--- src/rtl/bitrate_gen.sv ---
module bitrate_gen #(
  parameter int PRE_DIV = 12,
  parameter int TW      = 8
) (
  input  logic          clk,
  input  logic          rst_n,
  input  logic          run,
  input  logic [TW-1:0] reload,
  input  logic          rate_dbl,
  input  logic [1:0]    mode,
  input  logic          ovf_clr,
  output logic [TW-1:0] tmr_count,
  output logic          ovf_flag,
  output logic          shift_stb,
  output logic          os_stb
);
  localparam int PW = $clog2(PRE_DIV);
  localparam logic [PW-1:0] PRE_LAST = PW'(PRE_DIV - 1);
  localparam logic [TW-1:0] TMAX = '1;

  logic [PW-1:0] pre_q;
  logic [1:0]    fdiv_q;
  logic          half_q;
  logic          mc_tick, ovf, os_next;

  assign mc_tick = (pre_q == PRE_LAST);
  assign ovf     = run & mc_tick & (tmr_count == TMAX);

  always_comb begin
    case (mode)
      2'b00:   os_next = 1'b0;
      2'b10:   os_next = rate_dbl ? fdiv_q[0] : (fdiv_q == 2'b11);
      default: os_next = ovf & (rate_dbl | half_q);
    endcase
  end

  always_ff @(posedge clk) begin
    if (!rst_n) begin
      pre_q     <= '0;
      fdiv_q    <= '0;
      half_q    <= 1'b0;
      tmr_count <= '0;
      ovf_flag  <= 1'b0;
      shift_stb <= 1'b0;
      os_stb    <= 1'b0;
    end else begin
      pre_q  <= mc_tick ? '0 : pre_q + 1'b1;
      fdiv_q <= fdiv_q + 2'd1;
      if (run && mc_tick)
        tmr_count <= (tmr_count == TMAX) ? reload : tmr_count + 1'b1;
      if (ovf) begin
        half_q   <= ~half_q;
        ovf_flag <= 1'b1;
      end else if (ovf_clr) begin
        ovf_flag <= 1'b0;
      end
      shift_stb <= (mode == 2'b00) & mc_tick;
      os_stb    <= os_next;
    end
  end
endmodule

--- config.mk ---
export PLATFORM = sky130hd
export DESIGN_NAME = bitrate_gen
export DESIGN_NICKNAME = d
export VERILOG_FILES = /design/src/rtl/bitrate_gen.sv
export SDC_FILE = /design/constraint.sdc
export NUM_CORES = 1
export LEC_CHECK = 0
export BUFFER_PORTS_ARGS = -buffer_cell sky130_fd_sc_hd__buf_2
export CORE_MARGIN = 2
export CORE_UTILIZATION = 48
export DETAILED_ROUTE_END_ITERATION = 10
export GPL_ROUTABILITY_DRIVEN = 0
export PLACE_DENSITY = 0.76
export REMOVE_ABC_BUFFERS = 1
export SYNTH_ARGS = -nofsm -noshare
export SYNTH_HDL_FRONTEND = slang
export SYNTH_SLANG_ARGS = --single-unit
--- constraint.sdc ---
create_clock -name clk -period 2.15 [get_ports clk]
set_clock_uncertainty 0.05 [all_clocks]
set_input_delay 0.215 -clock clk [delete_from_list [all_inputs] [get_ports clk]]
set_output_delay 0.215 -clock clk [all_outputs]
set_load 0.02 [all_outputs]
==> results of run 1 <==
-- per-layer routing --
metal  global-route usage [%]  part of all wire, %  routed length (um)  vias to the layer above
li1                         -                    -                   -                      387
met1                     25.6                   50                 846                      359
met2                     28.3                   45                 759                       15
met3                     7.20                  4.4                  74                        2
met4                     5.29                 0.88                  15                        0
met5                        0                    0                   0                        -
-- critical path, delay by kind of cell (launching register included) --
family,cells,cell delay [ns]
AOI/OAI and AO/OA,2,0.34
DFF,1,0.42
adders and majority gates,1,0.26
and+or+nand+nor,2,0.63
-- worst max-delay path by stage --
stage / from / to / slack, ns / cells past startpoint
final: tmr_count[0]$_SDFFE_PN0P_ / tmr_count[5]$_SDFFE_PN0P_ / 0.37 / 5
after global routing: tmr_count[0]$_SDFFE_PN0P_ / tmr_count[0]$_SDFFE_PN0P_ / 0.22 / 5
after CTS: tmr_count[0]$_SDFFE_PN0P_ / tmr_count[5]$_SDFFE_PN0P_ / 0.41 / 5
after detailed placement: tmr_count[0]$_SDFFE_PN0P_ / tmr_count[0]$_SDFFE_PN0P_ / 0.42 / 5
after global placement: tmr_count[0]$_SDFFE_PN0P_ / tmr_count[1]$_SDFFE_PN0P_ / 0.41 / 5
after floorplan: tmr_count[0]$_SDFFE_PN0P_ / half_q$_SDFFE_PN0P_ / 0.45 / 5
-- final cells by class --
class	instances	area [um^2]
well taps	16	20.0
flip-flops and latches	18	360
inverters	2	7.51
repair buffers	25	125
multi-input cells	65	433
clock buffers	4	36.3
fillers	144	577
-- flip-flops by register name, indices dropped and copies added (netlist names) --
name,count
pre_q,4
shift_stb,1
fdiv_q,2
ovf_flag,1
tmr_count,8
os_stb,1
half_q,1
-- stage by stage --
stage | setup slack (ns) | hold slack [ns] | instances
6_report | 0.365 | 0.0375 | 130
5_1_grt | 0.220 | 0.0285 | 130
4_1_cts | 0.413 | 0.0371 | 130
3_5_place_dp | 0.423 | 0.354 | 126
3_3_place_gp | 0.412 | 0.350 | 126
2_1_floorplan | 0.450 | 0.243 | 85
-- synth_stat cells --
cell type | instances | area [um^2]
ha_1 | 3 | 37.5
buf_2 | 1 | 5.00
nand2b_1 | 1 | 6.26
a2bb2oi_1 | 1 | 8.76
or3_1 | 1 | 6.26
nand4_1 | 2 | 12.5
nand3_1 | 4 | 20.0
or2_2 | 1 | 6.26
o211ai_1 | 2 | 15.0
mux2_2 | 1 | 11.3
a21boi_0 | 1 | 7.51
a21oi_1 | 9 | 45.0
o311a_1 | 1 | 10.0
buf_6 | 1 | 11.3
and4b_1 | 1 | 10.0
nor3_1 | 1 | 5.00
dfxtp_1 | 18 | 360
clkbuf_1 | 1 | 3.75
nand2_1 | 4 | 15.0
o32ai_1 | 1 | 8.76
xor2_1 | 1 | 8.76
a311oi_1 | 2 | 17.5
mux2i_1 | 3 | 30.0
a211oi_1 | 2 | 15.0
nor2_1 | 8 | 30.0
nand3b_1 | 2 | 15.0
a41oi_1 | 1 | 8.76
and2_1 | 1 | 6.26
o22ai_1 | 1 | 6.26
xnor2_1 | 1 | 8.76
nand4b_1 | 1 | 8.76
nor4_1 | 1 | 6.26
and3_1 | 2 | 12.5
inv_1 | 2 | 7.51
o21ai_0 | 3 | 15.0
or3_4 | 1 | 11.3
nor3b_1 | 1 | 7.51
-- power by group through the flow --
stage               logic (mW)  clock network [mW]  registers (mW)
floorplan               0.0178                   0           0.354
global placement        0.0371                   0           0.355
detailed placement      0.0379                   0           0.355
CTS                     0.0382               0.213           0.348
global route            0.0431               0.229           0.349
finish                  0.0382               0.212           0.348
-- logic make-up after synthesis --
group	after synthesis
AND/OR/NAND/NOR	32
AO/OA/AOI/OAI	24
flip-flops	18
buffers and inverters	5
multiplexers	4
adder cells (fa/ha/maj)	3
XOR/XNOR	2
==> results.md, run 1 <==
- Syn Area/Cell: 9.33 um^2
- Slowest-stage cell, CP: dfxtp_1
- Final Instance Area: 982 um^2
- CTS clk-pin slew, worst paths: 0.10 ns
- Commonest non-fill, non-tap cell in the layout: buf_2
- Final setup violating endpoints: 0
- Setup crit end kind: flop
- Worst hold stages: 2
- Nets@finish: 133
- Fmax: 0.560 GHz
- Reg power frac: 58.2%
- DRC errors left: 0
- Simple-gate share of the synthesized area: 21.8%
- H-tree depth: 1
- Pint: 0.465 mW
- Worst vdd ir: 0.375 mV
- Mapped Cells: 88
- R2R Setup Slk: 0.37 ns
- DR vias: 763
- Setup_tns: 0 ns
- Wirelength per Cell: 13.0 um
- MaxCap Viol Count: 0
- Synth Register Bits: 18
- DRT Wirelength: 1700 um
- Core Region: 1560 um^2
- Antenna violations before repair: 0
- Crit-path cells: ha_1, nand4_1, nor2_1, a2bb2oi_1, o32ai_1
- Post-CTS sizing: 0
- Status: finished, final reports clean
- Worst r2r dst: tmr_count[5]$_SDFFE_PN0P_
- CTS Sinks: 18
- Mapped cell area: 821 um^2
- Switch share: 22.2%
- Logic pwr share: 6.4%
- Chip height: 45.4 um
- Register-to-Register Path Depth: 5
- Netlist cell types: 37
- Post-DP Area: 946 um^2
- Worst Path Arrival: 1.95 ns
- Post-synthesis compound-gate area fraction: 19.2%
- Largest family of logic cells by synthesized area: simple AND/OR/NAND/NOR gates
- HP Class: primary input to flop
- XOR/XNOR Fraction of Synth Area: 2.13%
- Initial DRC Count: 12
- Final hold vios: 0
- Num ports: 26
- Antenna-violating nets left: 0
- First drt pass iteration count: 4
- Worst-Skew Late Latency: 0.30 ns
- Cell Pwr Density: 608 nW/um^2
- CP startpoint kind: flop
- Psw: 0.132 mW
- Post-CTS Setup Bufs: 0
- Core Util, Final: 63.0%
- Worst-path fanout max: 7
- Worst reg2reg startpoint: tmr_count[0]$_SDFFE_PN0P_
- CTS root buf: clkbuf_4
- Hold path start: mode[1]
- Syn-to-layout area delta: 19.7%
- Min Tclk post-route: 1.78 ns
- First-pass GRT wire length: 2790 um
- Num rows: 14
- Post-Synth Adder-Cell Area: 4.57%
- Total power: 0.598 mW
- CTS max path bufs: 2
- Static leakage: 0.410 nW
- Synth warn: 0
- Slew @ Worst Pin: 0.387 ns
- Post-CTS Hold Fix Bufs: 0
- CTS tree: done
- Buffers on Ports: 25
- Die width: 45.4 um
- Vias in the first global route: 645
- Die ar.: 2060 um^2
- Most frequent cells in the layout: 25 x buf_2, 18 x dfxtp_1, 9 x a21oi_1
- Proportion of synthesized area in mux cells: 5.03%
- Clock network power share: 35.5%
- WHS Endpoint: shift_stb$_SDFF_PN0_
- Final period util: 83.0%
- Remaining global-route overflow: 0
- Fraction of layout cells with a size suffix above 1: 28.1%
- All-Layer GR Usage: 19.0%
- WP data required: 2.31 ns
- Drt via density: 5.87
- Relative slew slack: 74.1%
- Initial Util: 52.6%
- Post-synthesis sequential area ratio: 43.9%
- Inserted Diodes: 0
- CP Class: flop to flop
- Largest net degree at the start of global routing: 13
- Total CTS buffers: 3
- RSZ-0062 raised after global routing: false
- Dpl hpwl: 1240 um
- CP max stage delay: 0.42 ns
- Slew Viols, Final: 0
(Power assumes the default switching activity.)
==> inputs of run 2 (changes only) <==
--- a/config.mk
+++ b/config.mk
@@ -5,12 +5,13 @@
 export SDC_FILE = /design/constraint.sdc
 export NUM_CORES = 1
 export LEC_CHECK = 0
+export ABC_AREA = 1
 export BUFFER_PORTS_ARGS = -buffer_cell sky130_fd_sc_hd__buf_2
 export CORE_MARGIN = 2
-export CORE_UTILIZATION = 48
+export CORE_UTILIZATION = 45
 export DETAILED_ROUTE_END_ITERATION = 10
 export GPL_ROUTABILITY_DRIVEN = 0
-export PLACE_DENSITY = 0.76
+export PLACE_DENSITY = 0.73
 export REMOVE_ABC_BUFFERS = 1
 export SYNTH_ARGS = -nofsm -noshare
 export SYNTH_HDL_FRONTEND = slang
==> constraint.sdc (replaced) <==
create_clock -name clk -period 1.6 [get_ports clk]
set_clock_uncertainty 0.05 [all_clocks]
set_input_delay 0.16 -clock clk [delete_from_list [all_inputs] [get_ports clk]]
set_output_delay 0.16 -clock clk [all_outputs]
set_load 0.02 [all_outputs]
==> run 2 against run 1 <==
  * Fmax is 24% higher
  * Register-to-register slack worse by 0.20 ns
  * Global-route usage is 2.2 points lower
  * Cell count is 42% higher
  * Sequential power is 34% higher
  * Sequential cell count stayed put
  * Total power is 33% higher
==> results.md, run 2 <==
- Status: finished, final reports clean
- CTS max path bufs: 2 (unchanged)
- M1 WL: 895 um (+5.8%)
- Crit path buf inv count: 0 (unchanged)
- Psw: 0.171 mW (+29%)
- Top layer in use: met4
- Largest register FFs: 8 (unchanged)
- Synth top area share: 39.0% (-4.9 points)
- Setup crit start: tmr_count[1]$_SDFFE_PN0P_
- Inserted Diodes: 0 (unchanged)
- Vias in the first global route: 779 (+21%)
- Min Tclk post-route: 1.43 ns (-0.350 ns)
- Initial DRC Count: 15 (+3)
- CTS Sinks: 18 (unchanged)
- DRC errors left: 0 (unchanged)
- All-Layer GR Usage: 16.7% (-2.2 points)
- Async set-reset flop share out of synthesis: 0% (unchanged)
- Fin Hold WS: 0.0619 ns (+0.0244 ns)
- Worst Path Arrival: 1.61 ns (-0.34 ns)
- Worst reg2reg startpoint: tmr_count[1]$_SDFFE_PN0P_
- Slowest-stage cell, CP: dfxtp_1
- RSZ-0062 raised after global routing: false
- Antenna-violating nets left: 0 (unchanged)
- Final period util: 89.7% (+6.7 points)
- Post-synth EDFFs: 0 (unchanged)
- Mapped Cells: 126 (+43%)
- Total CTS buffers: 3 (unchanged)
- Static leakage: 0.577 nW (+41%)
- Wirelength per Cell: 10.3 um (-21%)
- Post-CTS Hold Fix Bufs: 2 (+2)
- Die width: 49.3 um (+8.8%)
- Worst-Skew Late Latency: 0.29 ns (about the same)
- Multi-input gate area: 488 um^2 (+13%)
- Largest registers: tmr_count x8, pre_q x4, fdiv_q x2
- Top_reg_cell synth: dfxtp_1
- Ranking of synthesized cells by area: dfxtp_1 39%, nand2_1 13%, nand3_1 6.5%
- CTS clk-pin slew, worst paths: 0.10 ns (about the same)
- Syn Area/Cell: 7.34 um^2 (-21%)
- WHS Endpoint: ovf_flag$_SDFFE_PN0P_
- CP delay by family, top: simple AND/OR/NAND/NOR gates
- Setup_tns: 0 ns (unchanged)
- Nets@finish: 176 (+32%)
- Antenna violations before repair: 0 (unchanged)
- Worst vdd ir: 0.529 mV (+41%)
- Area leader, netlist: dfxtp_1
- Final hold vios: 0 (unchanged)
- Mapped cell area: 925 um^2 (+13%)
- DR vias: 895 (+17%)
- Placed Instances: 178 (+41%)
- R2R Setup Slk: 0.17 ns (-0.20 ns)
- Largest Register: tmr_count
- WP data required: 1.77 ns (-0.54 ns)
- Worst hold stages: 4 (+2)
- Wire length on met3: 68 um (-8.1%)
- Initial Util: 47.6% (-5.0 points)
- Pre-CTS WS: 0.183 ns (-0.240 ns)
- CTS tree: done
- Dpl hpwl: 1540 um (+24%)
- Final setup violating endpoints: 0 (unchanged)
- Num rows: 16 (+2)
- Die ar.: 2430 um^2 (+18%)
- CTS root buf: clkbuf_4
- Met2 wire len: 913 um (+20%)
- Final Non-Filler Cells: 184 (+42%)
- Remaining global-route overflow: 0 (unchanged)
- Num ports: 26 (unchanged)
- Core Region: 1940 um^2 (+25%)
- Largest net degree at the start of global routing: 11 (-2)
- Fmax: 0.697 GHz (+24%)
- Top post-synthesis cells by count: 31 x nand2_1, 18 x dfxtp_1, 16 x inv_1
- Pint: 0.626 mW (+35%)
- CP Class: flop to flop
- Post-synthesis sequential area ratio: 39.0% (-4.9 points)
- DRT Wirelength: 1900 um (+12%)
- Most frequent cells in the layout: 31 x nand2_1, 25 x buf_2, 18 x dfxtp_1
- CP startpoint kind: flop
- Buffers on Ports: 25 (unchanged)
- Worst-path fanout max: 7 (unchanged)
- Commonest non-fill, non-tap cell in the layout: nand2_1
- HP Class: primary input to flop
- Netlist cell types: 25 (-32%)
- Most frequent cell after synthesis: nand2_1
- Storage cell area: 360 um^2 (unchanged)
- First drt pass iteration count: 4 (unchanged)
- Clock network power share: 34.3% (-1.2 points)
- Logic pwr share: 7.2% (+0.8 points)
- Cell Pwr Density: 700 nW/um^2 (+15%)
- Worst r2r dst: os_stb$_SDFF_PN0_
- Fraction of layout cells with a size suffix above 1: 26.1% (-2.0 points)
- MaxCap Viol Count: 0 (unchanged)
- First-pass GRT wire length: 3180 um (+14%)
- Relative slew slack: 82.5% (+8.4 points)
- Synth Register Bits: 18 (unchanged)
- H-tree depth: 1 (unchanged)
- Post-CTS sizing: 0 (unchanged)
- FILL cells: 185 (+28%)
- Syn-to-layout area delta: 23.3%
- Reg power frac: 58.5% (+0.3 points)
- Worst Slack Setup Final: 0.165 ns (-0.200 ns)
- Slew @ Worst Pin: 0.260 ns (-0.127 ns)
- Crit-path cells: ha_1, nand2_2, nor2_8, nand2_4, nor2_4, nand3_1, a21oi_1
- Drt via density: 4.86 (-17%)
- CP max stage delay: 0.41 ns (about the same)
- Chip height: 49.3 um (+8.8%)
- Setup crit end kind: flop
- Slew Viols, Final: 0 (unchanged)
- Register-to-Register Path Depth: 7 (+2)
- Synth warn: 0 (unchanged)
- Hold path start: ovf_clr
- Switch share: 21.5% (-0.69 points)
- Post-CTS Setup Bufs: 0 (unchanged)
run 2: cell count changes after synthesis, sizes merged, moves of 3 or more:
cell	change
inv	+16
nand3	+8
mux2i	-3
nand2	+30
nor2	+7
run 2: tightest hold or removal path, delay by kind of cell:
kind | cells | cell delay, ns
simple gates | 1 | 0.04
compound gates | 1 | 0.05
buf+inv | 2 | 0.10
run 2: power by group through the flow:
stage / Clock [mW] / Combinational, mW / Sequential (mW)
6_report: 0.273 / 0.0577 / 0.466
5_1_grt: 0.304 / 0.0672 / 0.468
4_1_cts: 0.287 / 0.0586 / 0.466
3_5_place_dp: 0 / 0.0545 / 0.477
3_3_place_gp: 0 / 0.0540 / 0.476
2_1_floorplan: 0 / 0.0277 / 0.476
run 2: cell families after synthesis:
group	share of synthesized area [%]
buffers and inverters	8.25
XOR/XNOR	0.947
AO/OA/AOI/OAI	9.88
AND/OR/NAND/NOR	37.9
adder cells (fa/ha/maj)	4.06
flip-flops	39.0
run 2: through the flow:
stage               power (mW)  util, %  area (um^2)
floorplan                0.504        -          925
global placement         0.530     55.8         1080
detailed placement       0.531     55.8         1080
CTS                      0.812     58.7         1140
global route             0.839     58.7         1140
finish                   0.797     58.7         1140
run 2: area by class of cell:
type / instances / area share (%)
Sequential cell: 18 / 31.6
Tap cell: 27 / 2.96
Inverter: 20 / 6.70
Clock buffer: 4 / 3.18
Timing Repair Buffer: 27 / 12.7
Multi-Input combinational cell: 88 / 42.8
run 2: metal layers:
layer	vias up	GRT usage [%]
met4	0	7.14
met5	-	0
met3	4	1.84
met1	402	21.0
met2	17	28.8
li1	472	-
run 2: worst max-delay path by stage:
stage               cells after the start  slack (ns)                        end
floorplan                               7        0.14  tmr_count[1]$_SDFFE_PN0P_
global placement                        7        0.17  tmr_count[1]$_SDFFE_PN0P_
detailed placement                      7        0.18  tmr_count[1]$_SDFFE_PN0P_
CTS                                     7        0.17  tmr_count[1]$_SDFFE_PN0P_
global route                            7        0.03        half_q$_SDFFE_PN0P_
finish                                  7        0.17          os_stb$_SDFF_PN0_
